$ cat src/rtl/dbg_pin_pkg.sv
package dbg_pin_pkg;

    localparam int unsigned PIN_N = 5;
    localparam int unsigned CFG_W = 3;

    // pad positions on every per-pin bus
    localparam int unsigned PIN_TRESET   = 0;
    localparam int unsigned PIN_TDATA_IN = 1;
    localparam int unsigned PIN_MODE_SIO = 2;
    localparam int unsigned PIN_TCLK     = 3;
    localparam int unsigned PIN_TDATA_OUT= 4;

    // configuration codes with a non-default meaning
    localparam logic [CFG_W-1:0] CODE_SWD_ONLY = 3'b010;
    localparam logic [CFG_W-1:0] CODE_ALL_GPIO = 3'b100;

    // pads kept on the debug port under the serial-wire-only code
    localparam logic [PIN_N-1:0] SWD_KEEP_MASK =
        (PIN_N'(1) << PIN_MODE_SIO) | (PIN_N'(1) << PIN_TCLK);

    // pads whose debug-side output enable is honoured
    localparam logic [PIN_N-1:0] DBG_OE_MASK =
        (PIN_N'(1) << PIN_MODE_SIO) | (PIN_N'(1) << PIN_TDATA_OUT);

    typedef enum logic [1:0] {
        OWN_FULL = 2'd0,
        OWN_SWD  = 2'd1,
        OWN_GPIO = 2'd2
    } own_state_t;

    typedef enum logic [1:0] {
        PULL_NONE = 2'd0,
        PULL_UP   = 2'd1,
        PULL_DOWN = 2'd2
    } pull_t;

    function automatic pull_t dbg_pull_of(input int unsigned idx);
        if (idx == PIN_TCLK)           return PULL_DOWN;
        else if (idx == PIN_TDATA_OUT) return PULL_NONE;
        else                           return PULL_UP;
    endfunction

    function automatic own_state_t decode_code(input logic [CFG_W-1:0] code);
        if (code == CODE_SWD_ONLY)      return OWN_SWD;
        else if (code == CODE_ALL_GPIO) return OWN_GPIO;
        else                            return OWN_FULL;
    endfunction

endpackage

$ cat src/rtl/dbg_own_fsm.sv
module dbg_own_fsm
    import dbg_pin_pkg::*;
#(
    parameter int unsigned NPIN = PIN_N,
    parameter int unsigned CW   = CFG_W
) (
    input  logic            clk,
    input  logic            rst_n,
    input  logic            cfg_we,
    input  logic [CW-1:0]   cfg_wdata,
    output logic [NPIN-1:0] dbg_own
);

    own_state_t state_q;
    own_state_t state_d;

    // next state: a strobe selects the state named by the code
    always_comb begin
        state_d = state_q;
        if (cfg_we) begin
            state_d = decode_code(CFG_W'(cfg_wdata));
        end
    end

    // state register
    always_ff @(posedge clk or negedge rst_n) begin
        if (!rst_n) begin
            state_q <= OWN_FULL;
        end else begin
            state_q <= state_d;
        end
    end

    // ownership per state, 1 = debug port drives the pad
    always_comb begin
        dbg_own = '1;
        unique case (state_q)
            OWN_FULL: dbg_own = '1;
            OWN_SWD:  dbg_own = NPIN'(SWD_KEEP_MASK);
            OWN_GPIO: dbg_own = '0;
            default:  dbg_own = '1;
        endcase
    end

endmodule

$ cat src/rtl/dbg_pin_slice.sv
module dbg_pin_slice
    import dbg_pin_pkg::*;
#(
    parameter pull_t DBG_PULL  = PULL_UP,
    parameter bit    DBG_OE_EN = 1'b0
) (
    input  logic dbg_own,
    input  logic gpio_dir,
    input  logic gpio_out,
    input  logic gpio_pu,
    input  logic gpio_pd,
    input  logic dbg_out,
    input  logic dbg_oe,
    output logic pad_out,
    output logic pad_oe,
    output logic pad_pu,
    output logic pad_pd
);

    logic dbg_pu_fix;
    logic dbg_pd_fix;
    logic dbg_oe_eff;

    // fixed pull and enable gating chosen per pad
    generate
        if (DBG_PULL == PULL_UP) begin : g_up
            assign dbg_pu_fix = 1'b1;
            assign dbg_pd_fix = 1'b0;
        end else if (DBG_PULL == PULL_DOWN) begin : g_down
            assign dbg_pu_fix = 1'b0;
            assign dbg_pd_fix = 1'b1;
        end else begin : g_none
            assign dbg_pu_fix = 1'b0;
            assign dbg_pd_fix = 1'b0;
        end

        if (DBG_OE_EN) begin : g_oe
            assign dbg_oe_eff = dbg_oe;
        end else begin : g_in_only
            assign dbg_oe_eff = 1'b0;
        end
    endgenerate

    always_comb begin
        if (dbg_own) begin
            pad_out = dbg_out;
            pad_oe  = dbg_oe_eff;
            pad_pu  = dbg_pu_fix;
            pad_pd  = dbg_pd_fix;
        end else begin
            pad_out = gpio_out;
            pad_oe  = gpio_dir;
            pad_pu  = gpio_pu;
            pad_pd  = gpio_pd & ~gpio_pu;
        end
    end

endmodule

$ cat src/rtl/dbg_pin_owner.sv
module dbg_pin_owner
    import dbg_pin_pkg::*;
#(
    parameter int unsigned NPIN = PIN_N,
    parameter int unsigned CW   = CFG_W
) (
    input  logic            clk,
    input  logic            rst_n,
    input  logic            cfg_we,
    input  logic [CW-1:0]   cfg_wdata,
    input  logic [NPIN-1:0] gpio_dir,
    input  logic [NPIN-1:0] gpio_out,
    input  logic [NPIN-1:0] gpio_pu,
    input  logic [NPIN-1:0] gpio_pd,
    input  logic [NPIN-1:0] dbg_out,
    input  logic [NPIN-1:0] dbg_oe,
    input  logic [NPIN-1:0] pad_in,
    output logic [NPIN-1:0] pad_out,
    output logic [NPIN-1:0] pad_oe,
    output logic [NPIN-1:0] pad_pu,
    output logic [NPIN-1:0] pad_pd,
    output logic [NPIN-1:0] gpio_in
);

    logic [NPIN-1:0] own_mask;

    dbg_own_fsm #(
        .NPIN (NPIN),
        .CW   (CW)
    ) u_fsm (
        .clk       (clk),
        .rst_n     (rst_n),
        .cfg_we    (cfg_we),
        .cfg_wdata (cfg_wdata),
        .dbg_own   (own_mask)
    );

    generate
        for (genvar i = 0; i < NPIN; i++) begin : g_pin
            dbg_pin_slice #(
                .DBG_PULL  (dbg_pull_of(i)),
                .DBG_OE_EN (DBG_OE_MASK[i])
            ) u_slice (
                .dbg_own  (own_mask[i]),
                .gpio_dir (gpio_dir[i]),
                .gpio_out (gpio_out[i]),
                .gpio_pu  (gpio_pu[i]),
                .gpio_pd  (gpio_pd[i]),
                .dbg_out  (dbg_out[i]),
                .dbg_oe   (dbg_oe[i]),
                .pad_out  (pad_out[i]),
                .pad_oe   (pad_oe[i]),
                .pad_pu   (pad_pu[i]),
                .pad_pd   (pad_pd[i])
            );
        end
    endgenerate

    // return path is never gated by ownership
    assign gpio_in = pad_in;

endmodule

$ cat config.mk
export PLATFORM = sky130hd
export DESIGN_NAME = dbg_pin_owner
export DESIGN_NICKNAME = d
export VERILOG_FILES = /design/src/rtl/dbg_pin_pkg.sv /design/src/rtl/dbg_own_fsm.sv /design/src/rtl/dbg_pin_slice.sv /design/src/rtl/dbg_pin_owner.sv
export SDC_FILE = /design/constraint.sdc
export NUM_CORES = 1
export LEC_CHECK = 0
export ABC_AREA = 1
export BUFFER_PORTS_ARGS = -buffer_cell sky130_fd_sc_hd__buf_2
export CAP_MARGIN = 20
export CORE_MARGIN = 4
export CORE_UTILIZATION = 33
export DETAILED_ROUTE_END_ITERATION = 6
export PLACE_DENSITY_LB_ADDON = 0.05
export SETUP_SLACK_MARGIN = 0.02
export SLEW_MARGIN = 40
export SYNTH_ARGS = -nofsm -noshare
export SYNTH_HDL_FRONTEND = slang
export SYNTH_SLANG_ARGS = --single-unit
$ cat constraint.sdc
create_clock -name clk -period 3.3 [get_ports clk]
set_clock_uncertainty 0.05 [all_clocks]
set_input_delay 0.165 -clock clk [delete_from_list [all_inputs] [get_ports clk]]
set_output_delay 0.165 -clock clk [all_outputs]
set_load 0.005 [all_outputs]
# Word-level counts from Yosys, hierarchy flattened
# Cells that the tools add are included.
# totals
regBits	2
in_bits	41
out_inout_bits	25
wordCells	38
# op_classes
eq_ne	4
muxes	23
bitwise	10
# ops
op	n
1-bit two-way mux	20
5-bit case mux with 2 select lines	1
1-bit AND	5
1-bit inverter	5
2-bit two-way mux	2
3-bit by 2-bit equality test with 1-bit output (second input constant)	1
3-bit equality test (second input constant)	1
2-bit by 1-bit equality test with 1-bit output (second input constant)	1
2-bit equality test (second input constant)	1

# Logic depth before layout (Yosys ltp)
# depth
word_depth	3
depth_mapped	7
mapped_depth_nobuf	5

# Hierarchy
# From an unflattened synthesis, not the netlist that was laid out.
# hier_totals
hier_cells	77
area_unflattened_um2	380.4
# by_module_without_submodules
module	n_inst	cells_per_inst	area_per_inst_um2	seq_area_each_um2
dbg_own_fsm	1	20	140.1	50.0
dbg_pin_slice at g_pin[0].u_slice ...	3	10	40.0	0.0
dbg_pin_slice at g_pin[2].u_slice ...	2	11	41.3	0.0
dbg_pin_owner	1	5	37.5	0.0

# Least setup slack after synthesis
# No wires, ideal clock.
# synth_timing
path_kind	register to output
from	register u_fsm.state_q[0]
to	output port pad_pd[1]
t_arrival_ns	1.218
setup_slack_ns	1.867
path_stages_with_launch	7
n_path_buf	2
path_cell_list	dfrtp_1 inv_1 ha_1 buf_6 or2_4 nor2_2 buf_4
# synth_between
elab_chain_len	3
elab_cells_between_ends	4
cone_classes	eq/ne: 2; mux: 2
# synth_lines
item	line	text
start, declared	dbg_own_fsm.sv:14	own_state_t state_q;
start signal, assigned	dbg_own_fsm.sv:30	state_q <= state_d;
2-bit equality test or 2-bit by 1-bit equality test with 1-bit output (tied branches)	dbg_own_fsm.sv:37	unique case (state_q)
5-bit case mux with 2 select lines *	dbg_own_fsm.sv:37	
1-bit two-way mux *	dbg_pin_slice.sv:45	if (dbg_own) begin
end, declared	dbg_pin_owner.sv:21	output logic [NPIN-1:0] pad_pd,
# Mark *: on every way between the ends. The rest lies on a longest branch, timed or not.

# Worst setup path after layout
# layout_timing
from	register u_fsm.state_q[0]
to	output port pad_pd[0]
# Same word-level chain as after synthesis.

==> out/qor.csv <==
metric,value,unit
clk_latency,0.22,ns
cts_buffers,3,
worst_pin_slew,0.296,ns
wl_per_cell,8.01,um
rows,14,
hpwlAfterDp,964,um
dp_slack,1.75,ns
worstSetupStartpointType,flop,
syn_avg_cell_area,5.79,sq um
clk_root_buffer_cell,clkbuf_4,
path_depth,5,
gp_routability_congestion,0.592,
clockBufferDepth,2,
port_buffers,52,
final_common_cell,buf_2,
cts_tree,yes,
grt_max_degree,12,
p_leak,0.455,nW
crit_type,flop to output pin,
ios,66,
grtUsageTotal,9.24,%
fin_crit,1.75,ns
layout_worst_path_cycle_share,52.9,%
slew_headroom,80.3,%
drtIter0Drc,4,
antennaDiodeCount,0,
die_x,47.5,um
area_growth,22.1,%
setup_slack,1.55,ns
syn_nets,132,
drt-total-wl,1080,um
reg2reg_depth,2,
gr-total-overflow,0,
grt_pass1_wl,1410,um
whs_path_depth,4,
top_register,u_fsm.state_q,
setup_violations,0,
status,"finished, final reports clean",
cts.hold.buffers_added,1,
grt_pass1_vias,391,
h-tree-depth,1,
die-area,0.00226,sq mm
synth_area,515,sq um
finalHoldViolCount,0,
max_freq,0.573,GHz
cts_setup_buffers,0,
worstHoldPathType,primary input to flop,
drt-pass1-iter-count,4,
critPathBufInv,2,
required,3.08,ns
largest_reg_flops,2,
final_cell_mix,"52 x buf_2, 26 x nand2_1, 16 x inv_1, 9 x nor2_1",
drc,0,
die_y,47.5,um
vdd.ir_drop.worst,0.132,mV
routed_via_density,3.86,
clock_sinks,2,
maxCapViolCount,0,
fin_nets,164,
drive_above_1_share,48.7,%
post_cts_resized,0,
yosys.cell_types.count,13,
ys_ff_latch,2,
grt_setup_unrepaired,false,
grt_antenna_before_repair,0,
path_cells,inv_1 > ha_1 > or2_1 > nor2_1 > buf_2,
top_regs,u_fsm.state_q (2),
crit_path_end_kind,output pin,
final.setup.tns,0,ns
vias,521,
synthCells,89,
crit_slowest_cell,ha_1,
power.density,232,mW/mm^2
core,0.00149,sq mm
crit_path_max_incr_delay,0.42,ns
cp_data_arrival_time,1.53,ns
ys_seq_area_share,9.71,%
cp_top_family,adder cells,
clk_pin_slew,0.03,ns
yosys_warnings,0,
critPathMaxFanout,11,
slew_violations,0,
ant_nets,0,
r2r_slack,2.63,ns
start_util,34.6,%
[worst reg2reg max path, delay by kind of cell, from the launching register on]
| family | cells | cell delay (ns) |
|---|---|---|
| flops | 1 | 0.39 |
| simple gates | 2 | 0.12 |
[per-stage QoR]
stage	area, sq um	std cells	total power (W)	hold slack (ns)	utilization, %
final	629	135	0.000146	0.158	42.3
after CTS	629	135	0.000151	0.152	42.3
after global routing	629	135	0.000167	0.162	42.3
after global placement	597	131	0.0000933	-0.0990	40.1
after floorplan	515	89	0.0000861	-0.181	-
after detailed placement	597	131	0.0000942	-0.0945	40.1
[final cells by class]
| class | count | area, sq um |
|---|---|---|
| tap | 16 | 20.0 |
| fill | 178 | 860 |
| sequential | 2 | 50.0 |
| clock buffer | 3 | 22.5 |
| multi-input combinational | 45 | 206 |
| timing repair buffer | 53 | 270 |
| inverter | 16 | 60.1 |
[Yosys cell counts (all sizes together)]
cell   number  area, sq um
buf        26          199
o21ai       3         15.0
dfrtp       2         50.1
nor2       10         40.0
nor3b       1         7.51
ha          2         25.0
or2         3         21.3
nand2      26         97.6
inv        16         60.1
[where the power goes]
group | total (W) | internal, W | switching, W
Combinational | 0.0000663 | 0.0000361 | 0.0000302
Clock | 0.0000525 | 0.0000400 | 0.0000125
Sequential | 0.0000271 | 0.0000261 | 0.000000971
[metal layers]
layer	GRT usage (%)	wire length [um]	part of all wire (%)	vias up
li1	-	-	-	292
met1	10.5	407	38	191
met2	12.8	467	43	36
met3	4.14	184	17	2
met4	8.29	22	2.0	0
met5	0	0	0	-
[final timing paths]
kind                                   from          endpoint
max                        u_fsm.state_q[0]         pad_pd[0]
min                            cfg_wdata[0]  u_fsm.state_q[1]
max reg2reg                u_fsm.state_q[1]  u_fsm.state_q[1]
min reg2reg                u_fsm.state_q[0]  u_fsm.state_q[0]
max in group asynchronous             rst_n  u_fsm.state_q[0]
min in group asynchronous             rst_n  u_fsm.state_q[1]
[logic make-up after synthesis]
group	Yosys count	share of synthesized area, %
fa+ha+maj	2	4.85
flops	2	9.71
compound gates	3	2.91
simple gates	40	32.3
buf+inv	42	50.2
Note: power is estimated with default switching activity, not from simulation.
